--- src/rtl/cls_pkg.sv ---
package cls_pkg;
  typedef enum logic [1:0] {
    LS_INV = 2'd0,
    LS_SHR = 2'd1,
    LS_EXC = 2'd2,
    LS_MOD = 2'd3
  } line_st_t;

  localparam logic [1:0] CT_MRD = 2'd0;
  localparam logic [1:0] CT_MWR = 2'd1;
endpackage

--- src/rtl/cls_bus_mon.sv ---
module cls_bus_mon
  import cls_pkg::*;
#(
  parameter int IDX_W     = 3,
  parameter int BURST_LEN = 4
) (
  input  logic             clk,
  input  logic             rst,
  input  logic             cyc_start,
  input  logic [1:0]       cyc_type,
  input  logic [IDX_W-1:0] cyc_idx,
  input  logic             cyc_cache,
  input  logic             cyc_hit,
  input  logic             cyc_pwt,
  input  logic             xfer_rdy,
  input  logic             nxt_addr,
  input  logic             wb_policy,
  output logic             fill_v,
  output logic             fill_rd,
  output logic [IDX_W-1:0] fill_idx,
  output logic             fill_excl
);
  localparam int BEAT_W = (BURST_LEN > 1) ? $clog2(BURST_LEN) : 1;

  logic             act, smp, polq, bcache, bhit, bpwt;
  logic [1:0]       btype;
  logic [IDX_W-1:0] bidx;
  logic [BEAT_W-1:0] beat;
  logic             qual, burst, fin, pol_now;

  assign qual    = (btype == CT_MRD) || (btype == CT_MWR);
  assign burst   = (btype == CT_MRD) && bcache;
  assign fin     = act && xfer_rdy && (!burst || beat == BEAT_W'(BURST_LEN - 1));
  assign pol_now = smp ? polq : wb_policy;

  assign fill_v    = fin && qual &&
                     ((burst && !bhit) || (btype == CT_MWR && bhit));
  assign fill_rd   = (btype == CT_MRD);
  assign fill_idx  = bidx;
  assign fill_excl = pol_now && !bpwt;

  always_ff @(posedge clk) begin
    if (rst) begin
      act <= 1'b0; smp <= 1'b0; polq <= 1'b0; beat <= '0;
      btype <= '0; bidx <= '0; bcache <= 1'b0; bhit <= 1'b0; bpwt <= 1'b0;
    end else if (!act) begin
      if (cyc_start) begin
        act <= 1'b1; smp <= 1'b0; beat <= '0;
        btype <= cyc_type; bidx <= cyc_idx;
        bcache <= cyc_cache; bhit <= cyc_hit; bpwt <= cyc_pwt;
      end
    end else begin
      if (fin) act <= 1'b0;
      if ((xfer_rdy || nxt_addr) && !smp && qual) begin
        smp  <= 1'b1;
        polq <= wb_policy;
      end
      if (xfer_rdy) beat <= beat + 1'b1;
    end
  end

  // once captured, the policy stays put for the rest of the cycle
  p_pol_hold_r5: assert property (@(posedge clk) disable iff (rst)
    (act && smp && !fin) |=> $stable(polq));
endmodule

--- src/rtl/cls_wb_seq.sv ---
module cls_wb_seq
  import cls_pkg::*;
#(
  parameter int IDX_W = 3
) (
  input  logic                        clk,
  input  logic                        rst,
  input  line_st_t [(1<<IDX_W)-1:0]   lines_i,
  input  logic                        snp_valid,
  input  logic [IDX_W-1:0]            snp_idx,
  input  logic                        flush,
  input  logic                        wb_ack,
  output logic                        wb_req,
  output logic [IDX_W-1:0]            wb_idx,
  output logic                        done,
  output logic                        idle,
  output logic                        inv_v,
  output logic [IDX_W-1:0]            inv_idx,
  output logic                        clr_all
);
  localparam int NLINES = 1 << IDX_W;

  typedef enum logic [1:0] {Q_IDLE, Q_SWB, Q_SCAN, Q_FWB} seq_t;
  seq_t             q;
  logic [IDX_W-1:0] ptr;
  logic             ptr_last;

  assign idle     = (q == Q_IDLE);
  assign ptr_last = (ptr == IDX_W'(NLINES - 1));

  always_comb begin
    inv_v   = 1'b0;
    inv_idx = snp_idx;
    clr_all = 1'b0;
    case (q)
      Q_IDLE: inv_v = snp_valid && (lines_i[snp_idx] != LS_MOD);
      Q_SWB:  begin inv_v = wb_ack; inv_idx = wb_idx; end
      Q_SCAN: clr_all = (lines_i[ptr] != LS_MOD) && ptr_last;
      Q_FWB:  clr_all = wb_ack && ptr_last;
      default: ;
    endcase
  end

  always_ff @(posedge clk) begin
    if (rst) begin
      q <= Q_IDLE; ptr <= '0; wb_req <= 1'b0; wb_idx <= '0; done <= 1'b0;
    end else begin
      done <= 1'b0;
      case (q)
        Q_IDLE: begin
          if (snp_valid) begin
            if (lines_i[snp_idx] == LS_MOD) begin
              wb_req <= 1'b1; wb_idx <= snp_idx; q <= Q_SWB;
            end
          end else if (flush) begin
            ptr <= '0; q <= Q_SCAN;
          end
        end
        Q_SWB: if (wb_ack) begin wb_req <= 1'b0; q <= Q_IDLE; end
        Q_SCAN: begin
          if (lines_i[ptr] == LS_MOD) begin
            wb_req <= 1'b1; wb_idx <= ptr; q <= Q_FWB;
          end else if (ptr_last) begin
            done <= 1'b1; q <= Q_IDLE;
          end else ptr <= ptr + 1'b1;
        end
        Q_FWB: if (wb_ack) begin
          wb_req <= 1'b0;
          if (ptr_last) begin done <= 1'b1; q <= Q_IDLE; end
          else begin ptr <= ptr + 1'b1; q <= Q_SCAN; end
        end
        default: q <= Q_IDLE;
      endcase
    end
  end
endmodule

--- src/rtl/cache_state_ctrl.sv ---
module cache_state_ctrl
  import cls_pkg::*;
#(
  parameter int IDX_W     = 3,
  parameter int BURST_LEN = 4
) (
  input  logic             clk,
  input  logic             rst,
  input  logic             cyc_start,
  input  logic [1:0]       cyc_type,
  input  logic [IDX_W-1:0] cyc_idx,
  input  logic             cyc_cache,
  input  logic             cyc_hit,
  input  logic             cyc_pwt,
  input  logic             xfer_rdy,
  input  logic             nxt_addr,
  input  logic             wb_policy,
  input  logic             wr_valid,
  input  logic             wr_hit,
  input  logic [IDX_W-1:0] wr_idx,
  input  logic             snp_valid,
  input  logic [IDX_W-1:0] snp_idx,
  input  logic             flush,
  input  logic             wb_ack,
  input  logic [IDX_W-1:0] st_idx,
  output logic [1:0]       st_out,
  output logic             ext_wr,
  output logic [IDX_W-1:0] ext_idx,
  output logic             wb_req,
  output logic [IDX_W-1:0] wb_idx,
  output logic             done
);
  localparam int NLINES = 1 << IDX_W;

  line_st_t [NLINES-1:0] lines;

  logic             fill_v, fill_rd, fill_excl, fill_ok;
  logic [IDX_W-1:0] fill_idx, inv_idx;
  logic             wb_idle, inv_v, clr_all, wh;
  line_st_t         fill_new;

  cls_bus_mon #(.IDX_W(IDX_W), .BURST_LEN(BURST_LEN)) u_mon (
    .clk(clk), .rst(rst), .cyc_start(cyc_start), .cyc_type(cyc_type),
    .cyc_idx(cyc_idx), .cyc_cache(cyc_cache), .cyc_hit(cyc_hit),
    .cyc_pwt(cyc_pwt), .xfer_rdy(xfer_rdy), .nxt_addr(nxt_addr),
    .wb_policy(wb_policy), .fill_v(fill_v), .fill_rd(fill_rd),
    .fill_idx(fill_idx), .fill_excl(fill_excl)
  );

  cls_wb_seq #(.IDX_W(IDX_W)) u_seq (
    .clk(clk), .rst(rst), .lines_i(lines), .snp_valid(snp_valid),
    .snp_idx(snp_idx), .flush(flush), .wb_ack(wb_ack), .wb_req(wb_req),
    .wb_idx(wb_idx), .done(done), .idle(wb_idle), .inv_v(inv_v),
    .inv_idx(inv_idx), .clr_all(clr_all)
  );

  assign fill_new = fill_excl ? LS_EXC : LS_SHR;
  assign fill_ok  = fill_v && (fill_rd ? (lines[fill_idx] != LS_MOD)
                                       : (lines[fill_idx] == LS_SHR));
  assign wh = wr_valid && wr_hit && wb_idle &&
              !(snp_valid && snp_idx == wr_idx) &&
              !(fill_v && fill_idx == wr_idx);

  always_ff @(posedge clk) begin
    if (rst) begin
      lines   <= {NLINES{LS_INV}};
      st_out  <= '0;
      ext_wr  <= 1'b0;
      ext_idx <= '0;
    end else begin
      st_out  <= lines[st_idx];
      ext_wr  <= wh && (lines[wr_idx] == LS_SHR);
      ext_idx <= wr_idx;
      for (int i = 0; i < NLINES; i++) begin
        if (clr_all)
          lines[i] <= LS_INV;
        else if (inv_v && inv_idx == IDX_W'(i))
          lines[i] <= LS_INV;
        else if (fill_ok && fill_idx == IDX_W'(i))
          lines[i] <= fill_new;
        else if (wh && wr_idx == IDX_W'(i) && lines[i] == LS_EXC)
          lines[i] <= LS_MOD;
      end
    end
  end

  // first read after reset returns invalid
  p_reset_inv_r1: assert property (@(posedge clk) disable iff (rst)
    $past(rst) |=> (st_out == LS_INV));
  // accepted write hit on an exclusive line yields modified
  p_exc_mod_r3: assert property (@(posedge clk) disable iff (rst)
    (wr_valid && wr_hit && wb_idle && !snp_valid && !fill_v &&
     lines[wr_idx] == LS_EXC) |=> (lines[$past(wr_idx)] == LS_MOD));
  // an external write is only requested for a shared line
  p_ext_shr_r4: assert property (@(posedge clk) disable iff (rst)
    ext_wr |-> (lines[ext_idx] == LS_SHR));
  // writeback requests only name modified lines
  p_wb_mod_r8: assert property (@(posedge clk) disable iff (rst)
    wb_req |-> (lines[wb_idx] == LS_MOD));
  // flush completion leaves every line invalid
  p_done_clear_r9: assert property (@(posedge clk) disable iff (rst)
    done |-> (lines == {NLINES{LS_INV}}));
  // busy sequencer blocks core write hits
  p_busy_nowr_r10: assert property (@(posedge clk) disable iff (rst)
    (!wb_idle && wr_valid && wr_hit) |=> !ext_wr);
endmodule

--- config.mk ---
export PLATFORM = sky130hd
export DESIGN_NAME = cache_state_ctrl
export DESIGN_NICKNAME = d
export VERILOG_FILES = /design/src/rtl/cls_pkg.sv /design/src/rtl/cls_bus_mon.sv /design/src/rtl/cls_wb_seq.sv /design/src/rtl/cache_state_ctrl.sv
export SDC_FILE = /design/constraint.sdc
export NUM_CORES = 1
export LEC_CHECK = 0
export BUFFER_PORTS_ARGS = -buffer_cell sky130_fd_sc_hd__buf_4
export CAP_MARGIN = 20
export CORE_MARGIN = 5
export CORE_UTILIZATION = 60
export DETAILED_ROUTE_END_ITERATION = 8
export PLACE_DENSITY = 0.84
export SETUP_SLACK_MARGIN = 0.4
export SLEW_MARGIN = 0
export SYNTH_ARGS = -nofsm -noshare
export SYNTH_HDL_FRONTEND = slang
export SYNTH_HIERARCHICAL = 1
export SYNTH_SLANG_ARGS = --single-unit
--- constraint.sdc ---
create_clock -name clk -period 5.2 [get_ports clk]
set_input_delay 0 -clock clk [delete_from_list [all_inputs] [get_ports clk]]
set_output_delay 0 -clock clk [all_outputs]
set_load 0.03 [all_outputs]
-- Yosys cells after proc, flatten, opt, wreduce, memory -nomap -nowiden
Cells that the tools add are included.
- register bits after elaboration: 45
- bits in latches: 0
- memory bits (writable): 0
- memory bits (read-only): 0
- input port bits: 28
- output and inout port bits: 11
- logic and storage cells: 256
- memories kept: 0
- add/sub/neg operators: 2
- multiply operators: 0
- div/mod/pow operators: 0
- order comparisons: 5
- equality and inequality tests: 58
- shifts and indexed selects: 0
- muxes and demuxes: 69
- bitwise logic cells: 1
- reductions and logical operators: 96
- operators by type and width (cell ; number):
    2-to-1 mux 2 bit ; 33
    logical AND 1 bit ; 53
    equality test 3 bit (second input constant) ; 13
    binary-select mux 2 bit (select 3 bit) ; 5
    2-to-1 mux 3 bit ; 9
    equality test 2 bit (second input constant) ; 13
    OR reduction 3 bit ; 8
    != test 2 bit (second input constant) ; 11
    less-than comparator 3 x 4 -> 1 bit (second input constant) ; 5
    nonzero test 2 bit ; 10
    equality test 3 x 2 -> 1 bit (second input constant) ; 6
    2-to-1 mux 1 bit ; 15
    AND reduction 5 bit ; 2
    equality test 3 x 1 -> 1 bit (second input constant) ; 3
    zero test 3 bit ; 3
    one-hot mux 3 bit (3 select lines) ; 1
    equality test 2 x 1 -> 1 bit (second input constant) ; 4
    one-hot mux 2 bit (4 select lines) ; 1
    AND reduction 2 bit ; 4
    AND reduction 4 bit ; 2
    equality test 3 bit ; 2
    zero test 1 bit ; 6
    != test 2 x 1 -> 1 bit (second input constant) ; 3
    one-hot mux 1 bit (2 select lines) ; 3
    other kinds (12) ; 16

-- Logic depth before layout (Yosys ltp)
Gate-level depths: netlist (run 1).
- depth after elaboration: 14
- mapped depth: 9
- mapped depth without buffers: 9

-- By module
Netlist (run 1), hierarchy kept.
- by module, submodules not included (module ; instances ; cells each ; area each (um^2) ; sequential area each (um^2)):
    cache_state_ctrl ; 1 ; 168 ; 1493.9 ; 440.4
    cls_wb_seq ; 1 ; 90 ; 818.3 ; 200.2
    cls_bus_mon ; 1 ; 68 ; 541.8 ; 260.2

-- Worst setup path before layout (run 1)
OpenSTA, ideal clock, no wires.
- kind: reg-to-reg
- from: reg u_mon.beat[0]
- to: reg lines[14] (netlist bit)
- setup time: 0.116 ns
- data arrival time: 1.991 ns
- required time: 5.084 ns
- path slack: 3.093 ns
- cell stages (with the launch flop): 10
- path buffers: 0
- clock period less this slack: 2.107 ns
- path through: dfxtp_1 -> ha_1 -> nand3_1 -> a211oi_1 -> inv_1 -> nor4_1 -> nor3b_1 -> a41oi_1 -> o21ai_1 -> and3b_1
- longest elaborated chain between the ends: 11
- elaborated cells between the ends (all ways): 14
- classes of those cells: eq/ne (1); mux (1); reduce/logical (12)
- RTL lines (what ; RTL line ; text):
    from (decl) ; cls_bus_mon.sv:28 ; logic [BEAT_W-1:0] beat;
    from (signal assigned) ; cls_bus_mon.sv:58 ; if (xfer_rdy) beat <= beat + 1'b1;
    equality test 2 bit (*) ; cls_bus_mon.sv:33 ; assign fin = act && xfer_rdy && (!burst || beat == BEAT_W'(BURST_LEN - 1));
    logical OR 1 bit (*) ; cls_bus_mon.sv:33 ;
    logical AND 1 bit (*) ; cls_bus_mon.sv:33 ;
    logical AND 1 bit (*) (2 in series) ; cls_bus_mon.sv:36 ; assign fill_v = fin && qual &&
    net fill_v ; cache_state_ctrl.sv:37 ; logic fill_v, fill_rd, fill_excl, fill_ok;
    logical AND 1 bit ; cache_state_ctrl.sv:62 ; !(fill_v && fill_idx == wr_idx);
    zero test 1 bit ; cache_state_ctrl.sv:62 ;
    logical AND 1 bit ; cache_state_ctrl.sv:61 ; !(snp_valid && snp_idx == wr_idx) &&
    logical AND 1 bit (2 in series) ; cache_state_ctrl.sv:81 ; else if (wh && wr_idx == IDX_W'(i) && lines[i] == LS_EXC)
    nonzero test 2 bit (no source line) ; -- ;
    to (signal assigned) ; cache_state_ctrl.sv:66 ; lines <= {NLINES{LS_INV}};
    to (signal, indexed assignment) ; cache_state_ctrl.sv:80 ; lines[i] <= fill_new;
    to (decl) ; cache_state_ctrl.sv:35 ; line_st_t [NLINES-1:0] lines;
The timed path passes the listed nets; every way through them passes the cells marked *.
A chain may end at the register's enable or synchronous reset.

-- Worst setup path in the final report (run 1)
- from: reg lines[14] (netlist bit)
- to: reg lines[12] (netlist bit)
- elaborated cells between the ends (all ways): 21
- classes of those cells: eq/ne (4); mux (10); reduce/logical (7)
- RTL lines (what ; RTL line ; text):
    binary-select mux 2 bit (select 3 bit) ; cls_wb_seq.sv:38 ; Q_SCAN: clr_all = (lines_i[ptr] != LS_MOD) && ptr_last;
    2-to-1 mux 2 bit (implied by the code) ; cls_wb_seq.sv:38 ;
    != test 2 bit ; cls_wb_seq.sv:38 ;
    logical AND 1 bit ; cls_wb_seq.sv:38 ;
    one-hot mux 1 bit (2 select lines) ; cls_wb_seq.sv:35 ; case (q)
    net clr_all ; cache_state_ctrl.sv:39 ; logic wb_idle, inv_v, clr_all, wh;
    OR reduction 3 bit (no source line) ; -- ;
The timed path passes the listed nets, and every way through them passes these cells. The select of a mux whose other input is x is not followed.

==> results by group, run 1 <==
Finish
  – Filler Cells Inserted: 344
  – Share of post-route cells with drive strength above 1: ~18%
  – Multi-input logic area: 1810 µm²
  – Fin util: between 70% and 80%
  – Most common cell after layout, fill and taps aside: dfxtp_1
  – Non-filler cells, final: between 400 and 500
  – Most frequent cells in the layout: 45 x dfxtp_1, 43 x nand2_1, 38 x buf_4
  – Design Area, Final: roughly 3300 µm²
  – Final net count: 402
  – Reg area: between 900 and 1000 µm²
  – Antenna diodes: 0
  – Synth-to-Final Area Change: 17.0%

Critical path
  – Crit start category: flip-flop
  – Data arrival, critical path: ~3.0 ns
  – Critical Path RT: 5.45 ns
  – Critical path class: flip-flop to flip-flop
  – CP Capture Type: flip-flop
  – Worst-path fanout max: 11

Global routing
  – Vias in the first global route: between 2000 and 3000
  – First-pass GRT wire length: around 12 mm
  – GRT overflow: 0
  – Initial antenna violation count: 0
  – GR Util All Layers: 25.3%
  – Largest net degree at the start of global routing: 35

Drt
  – WL final: between 7 and 8 mm
  – Antenna-violating nets left: 0
  – Detailed Routing Iterations Pass 1: 5
  – Drt via density: ~6.3
  – Via count: 2664
  – WL per Instance: roughly 17 µm
  – Post-route DRC: 0
  – DRT iter0 DRCs: approximately 230

Pwr
  – PwrDens: 217 nW/µm²
  – Peak supply drop: ~150 µV
  – Leakage Power: approximately 1.2 nW

Floorplanning
  – Initial Utilization: around three fifths
  – Die Ht: approximately 79 µm
  – Die area: roughly 6200 µm²
  – Die X: just under 80 µm
  – Core Region: ~4700 µm²
  – FP Rows: 25
  – Ports: 39

Worst hold path
  – Min-delay worst type: primary input to flip-flop

Timing
  – Peak Freq: 370 MHz
  – Period utilization: roughly 52%
  – Pins over their slew limit: 0
  – Setup Total Neg Slack: 0 ns
  – Measured slew at the worst slew-check pin: approximately 0.76 ns
  – Final setup violation count: 0
  – Hold slack: approximately 0.036 ns
  – Fin. Hold Viols: 0
  – Worst Clk Skew: between 0.008 and 0.009 ns
  – Fin crit period: ~2.7 ns
  – RSZ-0062 raised after global routing: false
  – Slew Limit Headroom: 49.3%

Synthesis
  – Yosys top cell by area: dfxtp_1
  – Mapped Nets: 357
  – Yosys warns: 6
  – Register area share after synthesis: roughly a third
  – Most area-consuming cells after synthesis: dfxtp_1 32%, nand2_1 5.7%, mux2i_1 4.9%
  – Mapped Cells: approximately 330
  – Async set or reset register ratio after synthesis: 0%
  – EDFF count, synth: 0
  – Post-Syn Area per Cell: roughly 8.8 µm²
  – Flops & latches, synth: between 40 and 50
  – Synth Cell Area: about 2900 µm²
  – Yosys cell types: 62
  – Most used DFF post-synth: dfxtp_1
  – Post-synth top area share: about a third

Placed design
  – Placed instance area: 3120 µm²
  – Routability cong.: about 0.96
  – Port bufs: 38
  – Placed insts: roughly 400
  – Hpwl dp: approximately 5.5 mm

Clocking
  – CTS tree: built
  – Bufs on Longest Clock Path: 2
  – Clock sink total: between 40 and 50
  – Cts repair resizes: 0
  – H-Tree Depth: 2
  – Clock root buffer: clkbuf_8
  – TritonCTS buffer count: 5
  – Clock Latency Late Sink: around 0.31 ns
  – Clock transition at path regs: 0.08 ns

Job
  – Max cap viols: 0

Outcome
  – Outcome: finished, final reports clean
-- routing by layer --
layer  wire (µm)  global-route usage [%]
met3         603                    6.92
met1        3090                    32.8
met4         125                    8.93
met5           0                       0
met2        3630                    40.6
-- registers in the layout, indices dropped and copies added, names as in the netlist, 2 cells and up --
signal / cells
u_mon/fill_idx: 3
u_mon/beat: 2
u_seq/ptr: 3
u_seq/q: 2
u_seq/wb_idx: 3
st_out: 2
u_mon/btype: 2
lines: 16
ext_idx: 3
-- synth_stat cells, types with 4 or more instances --
cell type and instances:
a31oi_1 11, nor2b_1 10, nand2_1 43, nor2_1 16
clkbuf_1 4, mux2i_1 14, o21ai_1 10, mux4_2 5
and3b_1 7, o21ai_0 13, o31ai_1 4, dfxtp_1 45
a21oi_1 25, nor3b_1 6, mux4_1 4, nand3_1 6
nand2b_1 10, inv_1 13
-- where the power goes --
part	total, W	internal, W	switching (W)
Clock	0.000214	0.0000952	0.000119
Combinational	0.000140	0.0000628	0.0000768
Sequential	0.000371	0.000354	0.0000173
-- what timing repair did --
item | in CTS | in global routing
endpoints found under the hold margin | 15 | 0
setup buffers | 0 | 0
hold buffers | 14 | 0
-- cell type report --
type	count	area share (%)
Clock buffer	7	2.29
Clock inverter	1	0.225
Inverter	14	1.57
Multi-Input combinational cell	253	54.2
Sequential cell	45	27.0
Tap cell	54	2.02
Timing Repair Buffer	52	12.7
-- worst max-delay path: stages, from the launching register on --
cell     delay (ns)
dfxtp_1        0.48
nand2_1        0.11
mux4_1         0.52
mux2i_2        0.48
a21oi_1        0.19
nor2_1         0.40
o21ai_0        0.22
and3b_1        0.25
-- worst paths after layout --
kind / from / to / slack, ns / depth (start not counted)
setup reg to reg: lines[14]$_SDFFE_PP0P_ / lines[12]$_SDFFE_PP0P_ / 2.49 / 7
hold reg to reg: u_mon/bpwt$_SDFFE_PP0P_ / u_mon/bpwt$_SDFFE_PP0P_ / 0.47 / 2
setup / recovery: lines[14]$_SDFFE_PP0P_ / lines[12]$_SDFFE_PP0P_ / 2.49 / 7
hold / removal: wr_idx[0] / ext_idx[0]$_SDFF_PP0_ / 0.04 / 2
-- cells by family after synthesis --
kind of cell	count (synthesis)	synth area share (%)
AOI/OAI and AO/OA	95	22.9
and+or+nand+nor	120	22.1
buffers and inverters	28	5.04
DFF	45	31.6
xor gates and xnor gates	6	1.84
adders and majority gates	3	1.32
muxes	29	15.3
-- per-stage QoR --
stage / setup WS, ns / power (W)
6_report: 2.49 / 0.000725
5_1_grt: 2.30 / 0.000759
4_1_cts: 2.54 / 0.000723
3_5_place_dp: 2.55 / 0.000507
3_3_place_gp: 2.63 / 0.000504
2_1_floorplan: 3.09 / 0.000466
(Power assumes the default switching activity.)
==> run 2, diff against run 1 <==
--- a/config.mk
+++ b/config.mk
@@ -8,9 +8,9 @@
 export BUFFER_PORTS_ARGS = -buffer_cell sky130_fd_sc_hd__buf_4
 export CAP_MARGIN = 20
 export CORE_MARGIN = 5
-export CORE_UTILIZATION = 60
+export CORE_UTILIZATION = 58
 export DETAILED_ROUTE_END_ITERATION = 8
-export PLACE_DENSITY = 0.84
+export PLACE_DENSITY = 0.81
 export SETUP_SLACK_MARGIN = 0.4
 export SLEW_MARGIN = 0
 export SYNTH_ARGS = -nofsm -noshare
==> constraint.sdc (replaced) <==
create_clock -name clk -period 2.79 [get_ports clk]
set_input_delay 0 -clock clk [delete_from_list [all_inputs] [get_ports clk]]
set_output_delay 0 -clock clk [all_outputs]
set_load 0.03 [all_outputs]
==> run 2 against run 1 <==
Net effect:
- routed wire length up 3.6%
- maximum frequency up 19%
- core utilization up 0.27 points
- cell area up 2.4%
- cell count up 4.2%
- clock power up 86%
- clock skew down 0.0046 ns
- sequential power up 85%
- critical path type unchanged
- critical endpoint is now lines[2]$_SDFFE_PP0P_
- largest cell class unchanged
==> results by group, run 2 (synthesis results as in run 1) <==
Outcome
  – Outcome: finished, final reports clean

Pwr
  – Switching Fraction: 29.5% (+0.12 points)
  – Net switching power: 0.000401 W (+88%)
  – Peak supply drop: 271 µV (+87%)
  – Sequential share of power: 50.5% (-0.7 points)
  – Clock share of power: 29.3% (-0.3 points)
  – Internal power: 0.000957 W (+87%)
  – Power Total: 0.00136 W (+87%)
  – Combinational share of power: 20.3% (+1.0 points)
  – PwrDens: 397 nW/µm² (+83%)
  – Leakage Power: 1.27 nW (+2.9%)

Floorplanning
  – Core Region: 4750 µm² (+2.0%)
  – Die X: 80.1 µm (+1.5%)
  – Ports: 39 (unchanged)
  – Die area: 6420 µm² (+3.0%)
  – Initial Utilization: 60.0% (-1.2 points)
  – FP Rows: 25 (unchanged)
  – Die Ht: 80.1 µm (+1.5%)

Global routing
  – Initial antenna violation count: 0 (unchanged)
  – GR Util All Layers: 24.4% (-0.92 points)
  – Largest net degree at the start of global routing: 35 (unchanged)
  – GRT overflow: 0 (unchanged)
  – Vias in the first global route: 2637 (+5.2%)
  – First-pass GRT wire length: 12.3 mm (-0.17%)

Placed design
  – Routability cong.: 1.01 (+4.5%)
  – Placed instance area: 3180 µm² (+2.2%)
  – Hpwl dp: 5.55 mm (+1.7%)
  – Port bufs: 38 (unchanged)

Finish
  – Final net count: 407 (+1.2%)
  – Fin util: 71.9% (+0.27 points)
  – Synth-to-Final Area Change: 19.8%
  – Multi-input logic area: 1840 µm² (+1.5%)
  – Filler Cells Inserted: 376 (+9.3%)
  – Antenna diodes: 0 (unchanged)
  – Most frequent cells in the layout: 45 x buf_4, 43 x nand2_1, 42 x dfxtp_1
  – Share of post-route cells with drive strength above 1: 21.5% (+3.7 points)
  – Max FFs per register: 16 (unchanged)
  – Reg area: 905 µm² (+0.42%)
  – Design Area, Final: 3420 µm² (+2.4%)
  – Most common cell after layout, fill and taps aside: buf_4
  – Reg with most FFs: lines

Clocking
  – Post-CTS setup buffer count: 0 (unchanged)
  – CTS tree: built
  – Clock sink total: 45 (unchanged)
  – H-Tree Depth: 2 (unchanged)
  – TritonCTS buffer count: 5 (unchanged)
  – Clock root buffer: clkbuf_8
  – Bufs on Longest Clock Path: 2 (unchanged)
  – Clock Latency Late Sink: 0.30 ns (about the same)
  – Clock transition at path regs: 0.08 ns (about the same)

Critical path
  – Cells on worst reg2reg path: 7 (unchanged)
  – CP endpoint: lines[2]$_SDFFE_PP0P_
  – Flop2flop setup slack: 0.52 ns (-1.98 ns)
  – CP Capture Type: flip-flop
  – CP startpoint: lines[10]$_SDFFE_PP0P_
  – Crit start category: flip-flop
  – Critical path class: flip-flop to flip-flop
  – Critical Path RT: 3.04 ns (-2.41 ns)
  – Reg-to-Reg Start: lines[10]$_SDFFE_PP0P_
  – Worst-path fanout max: 5 (-6)
  – Crit Reg-Reg Endpoint: lines[2]$_SDFFE_PP0P_
  – Data arrival, critical path: 2.52 ns (-0.44 ns)

Timing
  – Fin crit period: 2.27 ns (-0.434 ns)
  – Setup Total Neg Slack: 0 ns (unchanged)
  – Hold slack: 0.00780 ns (-0.0279 ns)
  – RSZ-0062 raised after global routing: true
  – Final setup violation count: 0 (unchanged)
  – Pins over their slew limit: 0 (unchanged)
  – Fin. Hold Viols: 0 (unchanged)
  – Peak Freq: 440 MHz (+19%)
  – Worst Clk Skew: 0.00427 ns (-0.00464 ns)
  – Measured slew at the worst slew-check pin: 0.641 ns (-0.118 ns)
  – Slew Limit Headroom: 57.0% (+7.6 points)
  – Period utilization: 81.4% (+29 points)

Job
  – Max cap viols: 0 (unchanged)

Worst hold path
  – Min-Delay Startpoint: wb_ack
  – Min-delay worst type: primary input to flip-flop

Drt
  – Detailed Routing Iterations Pass 1: 4 (-1)
  – Post-route DRC: 0 (unchanged)
  – DRT iter0 DRCs: 158 (-32%)
  – Drt via density: 6.15 (-1.7%)
  – Via count: 2729 (+2.4%)
  – WL final: 7.72 mm (+3.6%)
  – WL per Instance: 17.4 µm (-0.56%)
  – Antenna-violating nets left: 0 (unchanged)
==> run 2: critical path: stages (launching register included) <==
cell and delay [ns]:
dfxtp_1 0.47, nand2_1 0.12, mux4_1 0.57, a22oi_1 0.29
o21ai_1 0.17, nand2b_1 0.19, o21ai_0 0.17, and3b_1 0.23
==> run 2: final cells by class <==
cell class | count | share of cell area [%]
clock buffers | 7 | 2.23
flip-flops and latches | 45 | 26.5
clock inverters | 1 | 0.220
well taps | 67 | 2.45
multi-input cells | 253 | 53.7
repair buffers | 57 | 13.4
inverters | 14 | 1.54
==> run 2: worst min path at each step <==
stage | slack, ns | depth (start not counted) | end
floorplan | 0.07 | 1 | ext_idx[0]$_SDFF_PP0_
global route | 0.03 | 2 | ext_idx[0]$_SDFF_PP0_
finish | 0.008 | 4 | u_seq/wb_req$_SDFFE_PP0P_
global placement | 0.25 | 3 | u_mon/bhit$_SDFFE_PP0P_
CTS | 0.004 | 4 | u_seq/wb_req$_SDFFE_PP0P_
detailed placement | 0.26 | 3 | u_mon/btype[0]$_SDFFE_PP0P_
==> run 2: power by group through the flow <==
stage | clock network [W] | registers, W | logic (W)
detailed placement | 0 | 0.000699 | 0.000251
finish | 0.000398 | 0.000685 | 0.000275
CTS | 0.000404 | 0.000684 | 0.000267
global route | 0.000429 | 0.000688 | 0.000296
global placement | 0 | 0.000699 | 0.000246
floorplan | 0 | 0.000690 | 0.000179
==> run 2: what timing repair did <==
item                                    4_1_cts  5_1_grt
resized for setup                             4        6
hold endpoints to repair                     13        0
endpoints found under the setup margin       13       16
hold buffers                                 12        0
==> run 2: per-layer routing <==
metal  GRT usage, %  up-vias  part of all wire (%)
li1               -     1307                     -
met1           31.3     1294                    43
met2           40.1      100                    48
met3           4.04       28                   6.0
met4           10.8        0                   3.4
met5              0        -                     0
==> run 2: per-stage QoR <==
step,worst slack (ns),cells
detailed placement,0.219,424
finish,0.518,444
CTS,0.448,444
global placement,0.322,424
floorplan,0.683,326
global route,0.388,444
